$ cat src/rtl/iopm_pkg.sv
// Shared types for the I/O permission checker.
// Assumes: the width code follows the encoding given in the brief.
package iopm_pkg;

    typedef enum logic [2:0] {
        ST_IDLE,
        ST_PTR,
        ST_CHK,
        ST_LO,
        ST_HI,
        ST_FIN
    } iopm_state_e;

    // Number of byte ports covered by a width code.
    function automatic logic [2:0] size_to_bytes(input logic [1:0] code);
        case (code)
            2'd0:    size_to_bytes = 3'd1;
            2'd1:    size_to_bytes = 3'd2;
            default: size_to_bytes = 3'd4;
        endcase
    endfunction

endpackage

$ cat src/rtl/iopm_span.sv
// Works out which bitmap bytes an access covers, and the bits inside them.
// Assumes: at most 4 ports per access, so at most two bitmap bytes.
// Offsets are relative to the segment base and one bit wider than a port.
module iopm_span
    import iopm_pkg::*;
#(
    parameter int PORT_W = 16
) (
    input  logic [PORT_W-1:0] port,
    input  logic [1:0]        size_code,
    input  logic [PORT_W-1:0] map_ptr,
    output logic [PORT_W:0]   lo_rel,
    output logic [PORT_W:0]   hi_rel,
    output logic              spans,
    output logic [7:0]        mask_lo,
    output logic [7:0]        mask_hi
);
    localparam int REL_W = PORT_W + 1;

    logic [2:0]       nbytes;
    logic [REL_W-1:0] last_port;
    logic [15:0]      ones;
    logic [15:0]      window;

    // Last covered port (no wrap), byte offsets and the bit window.
    always_comb begin
        nbytes    = size_to_bytes(size_code);
        last_port = {1'b0, port} + {{(REL_W-3){1'b0}}, nbytes} - REL_W'(1);
        lo_rel    = {1'b0, map_ptr} + ({1'b0, port} >> 3);
        hi_rel    = {1'b0, map_ptr} + (last_port >> 3);
        spans     = (last_port[REL_W-1:3] != {1'b0, port[PORT_W-1:3]});
        ones      = (16'd1 << nbytes) - 16'd1;
        window    = ones << port[2:0];
        mask_lo   = window[7:0];
        mask_hi   = window[15:8];
    end

endmodule

$ cat src/rtl/iopm_seq.sv
// Sequencer: takes a request, reads the bitmap pointer, checks the limit,
// reads one or two bitmap bytes and issues a single verdict.
// Assumes: memory holds mem_req until mem_ack; data is valid with mem_ack.
module iopm_seq
    import iopm_pkg::*;
#(
    parameter int          ADDR_W  = 32,
    parameter int          PORT_W  = 16,
    parameter logic [31:0] PTR_OFS = 32'h66
) (
    input  logic              clk,
    input  logic              rst_n,
    input  logic              req_valid,
    output logic              req_ready,
    input  logic [ADDR_W-1:0] tss_base,
    input  logic [ADDR_W-1:0] tss_limit,
    input  logic [PORT_W-1:0] io_port,
    input  logic [1:0]        io_size,
    output logic              mem_req,
    output logic              mem_word,
    output logic [ADDR_W-1:0] mem_addr,
    input  logic              mem_ack,
    input  logic [PORT_W-1:0] mem_rdata,
    output logic [PORT_W-1:0] port_q,
    output logic [1:0]        size_q,
    output logic [PORT_W-1:0] ptr_q,
    input  logic [PORT_W:0]   lo_rel,
    input  logic [PORT_W:0]   hi_rel,
    input  logic              spans,
    input  logic [7:0]        mask_lo,
    input  logic [7:0]        mask_hi,
    output logic              done,
    output logic              allow,
    output logic              fault
);
    localparam int          REL_W   = PORT_W + 1;
    localparam int          PAD_W   = ADDR_W - REL_W;
    localparam logic [ADDR_W-1:0] PTR_A   = ADDR_W'(PTR_OFS);
    localparam logic [ADDR_W-1:0] PTR_END = ADDR_W'(PTR_OFS + 32'd1);

    iopm_state_e       state;
    logic [ADDR_W-1:0] base_q;
    logic [ADDR_W-1:0] limit_q;
    logic              verdict_q;
    logic              take;
    logic [ADDR_W-1:0] hi_abs_rel;

    assign take       = req_valid && (state == ST_IDLE);
    assign hi_abs_rel = {{PAD_W{1'b0}}, hi_rel};

    // Handshake and verdict outputs decoded from the state.
    always_comb begin
        req_ready = (state == ST_IDLE);
        done      = (state == ST_FIN);
        allow     = done && verdict_q;
        fault     = done && !verdict_q;
    end

    // Memory read request: pointer word, then low and high bitmap bytes.
    always_comb begin
        mem_req  = 1'b0;
        mem_word = 1'b0;
        mem_addr = '0;
        case (state)
            ST_PTR: begin
                mem_req  = 1'b1;
                mem_word = 1'b1;
                mem_addr = base_q + PTR_A;
            end
            ST_LO: begin
                mem_req  = 1'b1;
                mem_addr = base_q + {{PAD_W{1'b0}}, lo_rel};
            end
            ST_HI: begin
                mem_req  = 1'b1;
                mem_addr = base_q + {{PAD_W{1'b0}}, hi_rel};
            end
            default: ;
        endcase
    end

    // Request capture and state sequencing.
    always_ff @(posedge clk) begin
        if (!rst_n) begin
            state     <= ST_IDLE;
            base_q    <= '0;
            limit_q   <= '0;
            port_q    <= '0;
            size_q    <= '0;
            ptr_q     <= '0;
            verdict_q <= 1'b0;
        end else begin
            case (state)
                ST_IDLE: begin
                    if (take) begin
                        base_q    <= tss_base;
                        limit_q   <= tss_limit;
                        port_q    <= io_port;
                        size_q    <= io_size;
                        verdict_q <= 1'b0;
                        state     <= (tss_limit < PTR_END) ? ST_FIN : ST_PTR;
                    end
                end
                ST_PTR: begin
                    if (mem_ack) begin
                        ptr_q <= mem_rdata;
                        state <= ST_CHK;
                    end
                end
                ST_CHK: begin
                    state <= (hi_abs_rel > limit_q) ? ST_FIN : ST_LO;
                end
                ST_LO: begin
                    if (mem_ack) begin
                        if (|(mem_rdata[7:0] & mask_lo)) begin
                            state <= ST_FIN;
                        end else if (spans) begin
                            state <= ST_HI;
                        end else begin
                            verdict_q <= 1'b1;
                            state     <= ST_FIN;
                        end
                    end
                end
                ST_HI: begin
                    if (mem_ack) begin
                        verdict_q <= !(|(mem_rdata[7:0] & mask_hi));
                        state     <= ST_FIN;
                    end
                end
                default: state <= ST_IDLE;
            endcase
        end
    end

    AST_BUSY_HOLDOFF: assert property (@(posedge clk) disable iff (!rst_n)
        (req_valid && req_ready) |=> !req_ready);
    AST_SHORT_SEGMENT: assert property (@(posedge clk) disable iff (!rst_n)
        (req_valid && req_ready && (tss_limit < PTR_END)) |=> !mem_req);
    AST_VERDICT_EXCL: assert property (@(posedge clk) disable iff (!rst_n)
        done |-> (allow != fault));
    AST_VERDICT_QUIET: assert property (@(posedge clk) disable iff (!rst_n)
        !done |-> (!allow && !fault));
    AST_DONE_PULSE: assert property (@(posedge clk) disable iff (!rst_n)
        done |=> !done);
    AST_READ_HELD: assert property (@(posedge clk) disable iff (!rst_n)
        (mem_req && !mem_ack) |=> (mem_req && $stable(mem_addr) && $stable(mem_word)));

endmodule

$ cat src/rtl/iopm_gate.sv
// Top of the I/O permission checker: sequencer plus bitmap span decoder.
// Assumes: a 32-bit-class address space wider than the relative offsets.
module iopm_gate #(
    parameter int          ADDR_W  = 32,
    parameter int          PORT_W  = 16,
    parameter logic [31:0] PTR_OFS = 32'h66
) (
    input  logic              clk,
    input  logic              rst_n,
    input  logic              req_valid,
    output logic              req_ready,
    input  logic [ADDR_W-1:0] tss_base,
    input  logic [ADDR_W-1:0] tss_limit,
    input  logic [PORT_W-1:0] io_port,
    input  logic [1:0]        io_size,
    output logic              mem_req,
    output logic              mem_word,
    output logic [ADDR_W-1:0] mem_addr,
    input  logic              mem_ack,
    input  logic [PORT_W-1:0] mem_rdata,
    output logic              done,
    output logic              allow,
    output logic              fault
);
    logic [PORT_W-1:0] port_q;
    logic [1:0]        size_q;
    logic [PORT_W-1:0] ptr_q;
    logic [PORT_W:0]   lo_rel;
    logic [PORT_W:0]   hi_rel;
    logic              spans;
    logic [7:0]        mask_lo;
    logic [7:0]        mask_hi;

    iopm_span #(.PORT_W(PORT_W)) u_span (
        .port      (port_q),
        .size_code (size_q),
        .map_ptr   (ptr_q),
        .lo_rel    (lo_rel),
        .hi_rel    (hi_rel),
        .spans     (spans),
        .mask_lo   (mask_lo),
        .mask_hi   (mask_hi)
    );

    iopm_seq #(.ADDR_W(ADDR_W), .PORT_W(PORT_W), .PTR_OFS(PTR_OFS)) u_seq (
        .clk       (clk),
        .rst_n     (rst_n),
        .req_valid (req_valid),
        .req_ready (req_ready),
        .tss_base  (tss_base),
        .tss_limit (tss_limit),
        .io_port   (io_port),
        .io_size   (io_size),
        .mem_req   (mem_req),
        .mem_word  (mem_word),
        .mem_addr  (mem_addr),
        .mem_ack   (mem_ack),
        .mem_rdata (mem_rdata),
        .port_q    (port_q),
        .size_q    (size_q),
        .ptr_q     (ptr_q),
        .lo_rel    (lo_rel),
        .hi_rel    (hi_rel),
        .spans     (spans),
        .mask_lo   (mask_lo),
        .mask_hi   (mask_hi),
        .done      (done),
        .allow     (allow),
        .fault     (fault)
    );

endmodule

$ cat config.mk
export PLATFORM = sky130hd
export DESIGN_NAME = iopm_gate
export DESIGN_NICKNAME = d
export VERILOG_FILES = /design/src/rtl/iopm_pkg.sv /design/src/rtl/iopm_span.sv /design/src/rtl/iopm_seq.sv /design/src/rtl/iopm_gate.sv
export SDC_FILE = /design/constraint.sdc
export NUM_CORES = 1
export LEC_CHECK = 0
export ABC_CLOCK_PERIOD_IN_PS = 14600
export BUFFER_PORTS_ARGS = -buffer_cell sky130_fd_sc_hd__buf_2
export CORE_UTILIZATION = 59
export DETAILED_ROUTE_END_ITERATION = 8
export PLACE_DENSITY = 0.87
export SETUP_SLACK_MARGIN = 0.4
export SYNTH_ARGS = -nofsm -noshare
export SYNTH_HDL_FRONTEND = slang
export SYNTH_HIERARCHICAL = 1
export SYNTH_SLANG_ARGS = --single-unit
$ cat constraint.sdc
create_clock -name clk -period 14.6 [get_ports clk]
set_input_delay 1.46 -clock clk [delete_from_list [all_inputs] [get_ports clk]]
set_output_delay 1.46 -clock clk [all_outputs]
set_load 0.03 [all_outputs]
==> results of run 1 <==
[cell usage in the layout (no fill, tap or decap), types with 10 or more instances in the layout]
cell and count:
a211oi_1 10, a21boi_0 99, a21o_1 20, a21oi_1 56, a31oi_1 18, and3_1 14
buf_2 139, dfxtp_1 102, ha_1 87, inv_1 65, mux2_2 18, nand2_1 253
nand3_1 18, nand4_1 14, nor2_1 60, nor2b_1 15, nor3_1 22, o21ai_0 52
o22ai_1 21, xnor2_1 49, xor2_1 24
[registers in the layout, indices dropped and copies added, names as in the netlist]
register,cells
u_seq/base_q,32
u_seq/limit_q,32
u_seq/port_q,16
u_seq/ptr_q,16
u_seq/size_q,2
u_seq/state,3
u_seq/verdict_q,1
[metrics by stage]
| step | area (sq um) | total power, mW | hold WS [ps] |
|---|---|---|---|
| 5_1_grt | 10100 | 1.18 | 492 |
| 6_report | 10100 | 1.11 | 472 |
| 2_1_floorplan | 9030 | 0.722 | 443 |
| 3_3_place_gp | 9790 | 0.827 | 453 |
| 4_1_cts | 10100 | 1.10 | 472 |
| 3_5_place_dp | 9790 | 0.845 | 461 |
[logic make-up after synthesis]
family          count (synthesis)  synth area share
other cells                     1          0.000415
compound gates                350             0.268
xor+xnor                       75            0.0751
mux                            23            0.0285
fa+ha+maj                      90             0.127
simple gates                  449             0.222
buf+inv                       119            0.0521
flops                         102             0.226
[cell type report]
cell class                      count  area share
Clock inverter                      6     0.00632
Multi-Input combinational cell    988       0.646
Timing Repair Buffer              146      0.0741
Inverter                           66      0.0245
Sequential cell                   102       0.202
Tap cell                          184      0.0228
Clock buffer                       10      0.0237
[power by group]
| group | switching [mW] | internal [mW] |
|---|---|---|
| clock | 0.123 | 0.125 |
| combinational | 0.304 | 0.222 |
| sequential | 0.0306 | 0.300 |
[critical path: cells and delay by family (launching register included)]
| family | cells | cell delay [ps] |
|---|---|---|
| AOI/OAI and AO/OA | 9 | 2580 |
| xor gates and xnor gates | 2 | 260 |
| and+or+nand+nor | 8 | 1340 |
| muxes | 1 | 280 |
| buffers and inverters | 4 | 510 |
| DFF | 1 | 630 |
| adders and majority gates | 4 | 1250 |
[worst min path at each step]
stage	cells past startpoint	to	slack, ps	from
final	2	u_seq/limit_q[27]	470	u_seq/limit_q[27]
after CTS	2	u_seq/limit_q[10]	470	u_seq/limit_q[10]
after detailed placement	2	u_seq/limit_q[10]	460	u_seq/limit_q[10]
after global routing	2	u_seq/limit_q[22]	490	u_seq/limit_q[22]
after global placement	2	u_seq/limit_q[22]	450	u_seq/limit_q[22]
after floorplan	2	u_seq/limit_q[30]	440	u_seq/limit_q[30]
[metal layers]
layer | GRT usage | vias to the layer above
met3 | 0.0590 | 63
met1 | 0.402 | 4269
li1 | - | 4470
met5 | 0 | -
met4 | 0.148 | 0
met2 | 0.503 | 433
==> key figures, run 1 <==
Finish
  • Final std cells w/o fill: 1502
  • FF/Latch Area: between 2000 and 2500 sq um
  • Share of cells above drive strength 1: 0.161
  • Area growth, synth to finish: 11.8%
  • Area of the multi-input gates: 6530 sq um
  • Fill cell count: 1236
  • Core Util, Final: 0.684
  • Inserted Diodes: 0
  • Layout Nets: approximately 1500

Route
  • DR WL/cell: 16.2 um
  • Antenna-violating nets left: 0
  • Post-route DRC: 0
  • Met2 wire length: 10.9 mm
  • Met3 routed WL: 1.93 mm
  • Vias per inst: 6.15
  • Routed wire length: 24.4 mm
  • Initial DRT Pass Iterations: 5
  • Top Layer Used: met4
  • Via count: 9235
  • Met1 Wirelength: 10.7 mm
  • First-iteration detailed-routing DRC count: between 800 and 900

Placed design
  • PortBufs: 139
  • Post-DP HPWL: approximately 18 mm
  • Gpl congestion: 0.945
  • Pre-CTS worst setup slack: 6440 ps
  • Placed insts: 1486

STA
  • Relative slew slack: 0.433
  • Fin. Hold Viols: 0
  • Post-route worst setup slack: roughly 6000 ps
  • Final period utilization: 0.594
  • Fin. max-slew vios: 0
  • RSZ-0062 raised after global routing: no
  • Worst slew pin tran: 850 ps
  • Max Clock Skew: 7.92 ps
  • Setup violators final: 0
  • Setup TNS: 0 ps
  • Fin crit period: approximately 8700 ps
  • Fmax: 115 MHz

Logic synthesis
  • Top post-synthesis cells by count: nand2_1 (254), dfxtp_1 (102), a21boi_0 (99), ha_1 (87), inv_1 (65)
  • Post-Syn Nets: 1401
  • Post-synthesis sequential area ratio: 0.226
  • Post-synthesis register bit count: between 100 and 150
  • Share of the synthesized area in the top cell type: 0.226
  • Unique masters post-synth: 78
  • Syn avg cell area: 7.47 sq um
  • Leading area contributor after synthesis: dfxtp_1
  • Post-synth EDFFs: 0
  • Cell Area, Synth: 9030 sq um
  • Async S/R FF share, synth: 0
  • Synth top area cells: dfxtp_1 (23%), ha_1 (12%), nand2_1 (11%)
  • Ys flop type: dfxtp_1
  • YS warnings: 6
  • Top-count cell post-synth: nand2_1
  • Mapped Cells: 1209

Worst setup path
  • Worst Path Required: approximately 13000 ps
  • CP Max Fanout: 17
  • Worst flop-to-flop path endpoint: u_seq/state[1]
  • CP most frequent cell: ha_1
  • Largest stage delay, worst path: ~630 ps
  • Worst setup EP type: primary output
  • Reg2reg start: u_seq/port_q[2]
  • Worst Setup Start Kind: flop
  • R2r setup slk: 8470 ps
  • Worst Setup SP: u_seq/port_q[2]
  • Crit path to: mem_addr[21]
  • Critical path's slowest cell: dfxtp_1
  • Worst setup path class: flop to primary output
  • Arrival time worst endpoint: 7210 ps
  • Reg2Reg Depth: 27

CTS
  • TritonCTS clock tree: done
  • Inserted Clock Buffers: 9
  • Clk buf depth: 2
  • PostCTS Resize Cnt: 0
  • Post-CTS setup buffer count: 0
  • Worst-path clk slew: 80 ps
  • Root Buffer: clkbuf_16
  • # H-tree levels: 3
  • Hold Buf Count CTS: 0
  • Clock Sinks: ~100
  • Clk Latency, worst-skew pair: 370 ps

Die
  • Rows: 44
  • Initial Util: 0.612
  • Die width: 126 um
  • Ports: between 100 and 150
  • Die Ht: 126 um
  • Die area: ~16000 sq um
  • Core Box Area: ~15000 sq um

GRT
  • Initial antenna violation count: 0
  • All-Layer GR Usage: 0.312
  • Vias in the first global route: 8407
  • Grt total ovfl: 0
  • Largest net degree at the start of global routing: 103
  • First-pass GRT wire length: 39.9 mm

Status
  • Status: finished clean

Worst hold path
  • Tightest Hold Check Type: flop to flop

Power
  • Power Density: about 110 nW/um^2
  • Worst IR Drop VDD: 0.0000911 V
  • Static Leakage: 4.38 nW

Flow run
  • Maxcap violations: 0
No activity file was read; power rests on OpenSTA's default activity.
==> run 2: changes to the inputs <==
- ABC_CLOCK_PERIOD_IN_PS: 14600 -> 7700
- CORE_UTILIZATION: 59 -> 53
- PLACE_DENSITY: 0.87 -> 0.83
- clock period: 14.6 -> 7.7 ns (I/O delays scaled with it)
==> run 2 against run 1 <==
Clock skew shrank 0.54 ps. Die area grew 11%. Global-route usage shrank 3.0 points. Combinational power grew 110%. Hold slack lost 3.6 ps. Design area grew 4.8%. First-iteration DRC count shrank 7.6%. Non-clock buffer count grew 22. Core utilization shrank 4.6 points. Critical endpoint is now mem_addr[26].
==> key figures, run 2 (synthesis results as in run 1) <==
Status
  • Status: finished clean

Placed design
  • Post-DP HPWL: 18.2 mm (-0.33%)
  • Gpl congestion: 0.923 (-2.3%)
  • PortBufs: 139 (unchanged)
  • Pre-CTS worst setup slack: 504 ps (-5940 ps)
  • Placement Cell Area: 9870 sq um (+0.77%)

STA
  • Final period utilization: 0.923
  • Setup TNS: 0 ps (unchanged)
  • Relative slew slack: 0.416 (-0.0179)
  • Setup violators final: 0 (unchanged)
  • Fmax: 141 MHz
  • Fin crit period: 7110 ps
  • Post-route worst setup slack: 593 ps (-5340 ps)
  • Worst slew pin tran: 877 ps (+26.9 ps)
  • Fin. max-slew vios: 0 (unchanged)
  • Max Clock Skew: 7.38 ps (-0.536 ps)
  • Fin. Hold Viols: 0 (unchanged)
  • RSZ-0062 raised after global routing: yes

Worst hold path
  • Hold Path Sink: u_seq/limit_q[26]
  • Hold depth: 2 (unchanged)
  • HP Start: u_seq/limit_q[26]
  • Tightest Hold Check Type: flop to flop

Worst setup path
  • Worst flop-to-flop path endpoint: u_seq/state[1]
  • Worst Setup Start Kind: flop
  • Largest stage delay, worst path: 410 ps (-220 ps)
  • Arrival time worst endpoint: 6340 ps (-870 ps)
  • Crit path buf inv count: 4 (unchanged)
  • CP Max Fanout: 6 (-11)
  • Critical path's slowest cell: fa_1
  • CP most frequent cell: ha_1
  • Reg2reg start: u_seq/size_q[1]
  • CP top delay family: compound AO/OA/AOI/OAI gates
  • Worst setup path class: flop to primary output
  • R2r setup slk: 2230 ps (-6240 ps)
  • Worst Path Required: 6930 ps (-6210 ps)
  • Reg2Reg Depth: 26 (-3.7%)
  • Worst setup EP type: primary output

GRT
  • All-Layer GR Usage: 0.281 (-0.0301)
  • First-pass GRT wire length: 40.4 mm (+1.2%)
  • Initial antenna violation count: 0 (unchanged)
  • GR Util met2: 0.447 (-0.0558)
  • Grt total ovfl: 0 (unchanged)
  • Busiest grt layer: met2
  • Largest net degree at the start of global routing: 103 (unchanged)
  • Met1 usage: 0.372 (-0.0295)
  • Met3 usage in global routing: 0.0510 (-0.00809)
  • Vias in the first global route: 8446 (+0.46%)

CTS
  • Hold Buf Count CTS: 0 (unchanged)
  • Worst-path clk slew: 80 ps (about the same)
  • Clk Latency, worst-skew pair: 370 ps (about the same)
  • TritonCTS clock tree: done
  • Clk buf depth: 2 (unchanged)
  • Root Buffer: clkbuf_16
  • Inserted Clock Buffers: 9 (unchanged)
  • Clock Sinks: 102 (unchanged)
  • # H-tree levels: 3 (unchanged)

Route
  • Vias per inst: 5.94 (-3.3%)
  • DR WL/cell: 16.3 um (+0.16%)
  • Via count: 9280 (+0.49%)
  • Post-route DRC: 0 (unchanged)
  • Routed wire length: 25.4 mm (+4.1%)
  • First-iteration detailed-routing DRC count: 793 (-7.6%)
  • Antenna-violating nets left: 0 (unchanged)
  • Initial DRT Pass Iterations: 7 (+2)

Die
  • Rows: 47 (+6.8%)
  • Die width: 133 um (+5.4%)
  • Ports: 140 (unchanged)
  • Die area: 17600 sq um (+11%)
  • Initial Util: 0.545 (-0.0675)
  • Core Box Area: 16600 sq um (+12%)
  • Die Ht: 133 um (+5.4%)

Flow run
  • Maxcap violations: 0 (unchanged)

Finish
  • Share of cells above drive strength 1: 0.203 (+0.0421)
  • Fill cell count: 1399 (+13%)
  • Area growth, synth to finish: 17.2%
  • Most common cell after layout, fill and taps aside: nand2_1
  • Layout Nets: 1527 (+1.5%)
  • Cell area after layout: 10600 sq um (+4.8%)
  • Area of the multi-input gates: 6770 sq um (+3.8%)
  • Top flop regs: u_seq/base_q x32, u_seq/limit_q x32
  • FF/Latch Area: 2050 sq um (+0.37%)
  • Most frequent cells in the layout: nand2_1 (251), buf_2 (133), dfxtp_1 (100)

Power
  • Worst IR Drop VDD: 0.000190 V (+110%)
  • Power Density: 207 nW/um^2 (+89%)
  • Tot Pwr: 2.19 mW (+98%)
  • Static Leakage: 4.53 nW (+3.5%)
-- run 2: cell count changes in the layout (fill, tap and decap cells not counted), moves of 4 or more --
cell     before  now
o21ai_0      52   48
o21ai_1       0    4
a21oi_2       2    8
ha_4          0    4
buf_4         7   33
a21oi_1      56   49
nor3_1       22   18
ha_1         87   83
buf_2       139  133
-- run 2: layout make-up --
| class | instances | area share |
|---|---|---|
| multi-input combinational | 988 | 0.640 |
| timing repair buffer | 168 | 0.0881 |
| tap | 220 | 0.0260 |
| clock buffer | 9 | 0.0213 |
| antenna | 1 | 0.000236 |
| inverter | 66 | 0.0234 |
| sequential | 102 | 0.194 |
| clock inverter | 7 | 0.00733 |
-- run 2: power by group --
group          internal (mW)  switching (mW)  leakage, nW  total [mW]
Combinational          0.479           0.619         3.55        1.10
Sequential             0.568          0.0555        0.837       0.624
Clock                  0.231           0.240        0.144       0.471
-- run 2: metrics by stage --
step           utilization  cells  hold WS (ps)
3_3_place_gp         0.595   1526           453
2_1_floorplan            -   1209           443
3_5_place_dp         0.595   1526           461
4_1_cts              0.617   1546           472
6_report             0.638   1561           468
5_1_grt              0.638   1560           486
-- run 2: what timing repair did --
action                                  in CTS  in global routing
pin swaps                                    3                 18
gates resized for setup                      9                 52
endpoints found under the setup margin      15                 17
setup buffers                                4                 14
-- run 2: worst min-delay path, stage by stage, from the launching register on --
cell and delay (ps):
dfxtp_1 320, nand2_1 50, a21boi_0 60
-- run 2: routing by layer --
| metal | share of wire | vias up |
|---|---|---|
| met5 | 0 | - |
| met3 | 0.074 | 76 |
| li1 | - | 4505 |
| met4 | 0.036 | 0 |
| met1 | 0.44 | 4292 |
| met2 | 0.45 | 407 |
-- run 2: how the worst max path moves through the flow --
stage	start	end	slack, ps	cells after the start
2_1_floorplan	u_seq/port_q[2]	mem_addr[26]	650	28
3_3_place_gp	u_seq/size_q[0]	mem_addr[31]	620	29
3_5_place_dp	u_seq/size_q[0]	mem_addr[31]	500	29
4_1_cts	u_seq/size_q[0]	mem_addr[31]	440	29
5_1_grt	u_seq/size_q[0]	mem_addr[30]	310	29
6_report	u_seq/size_q[0]	mem_addr[26]	590	28
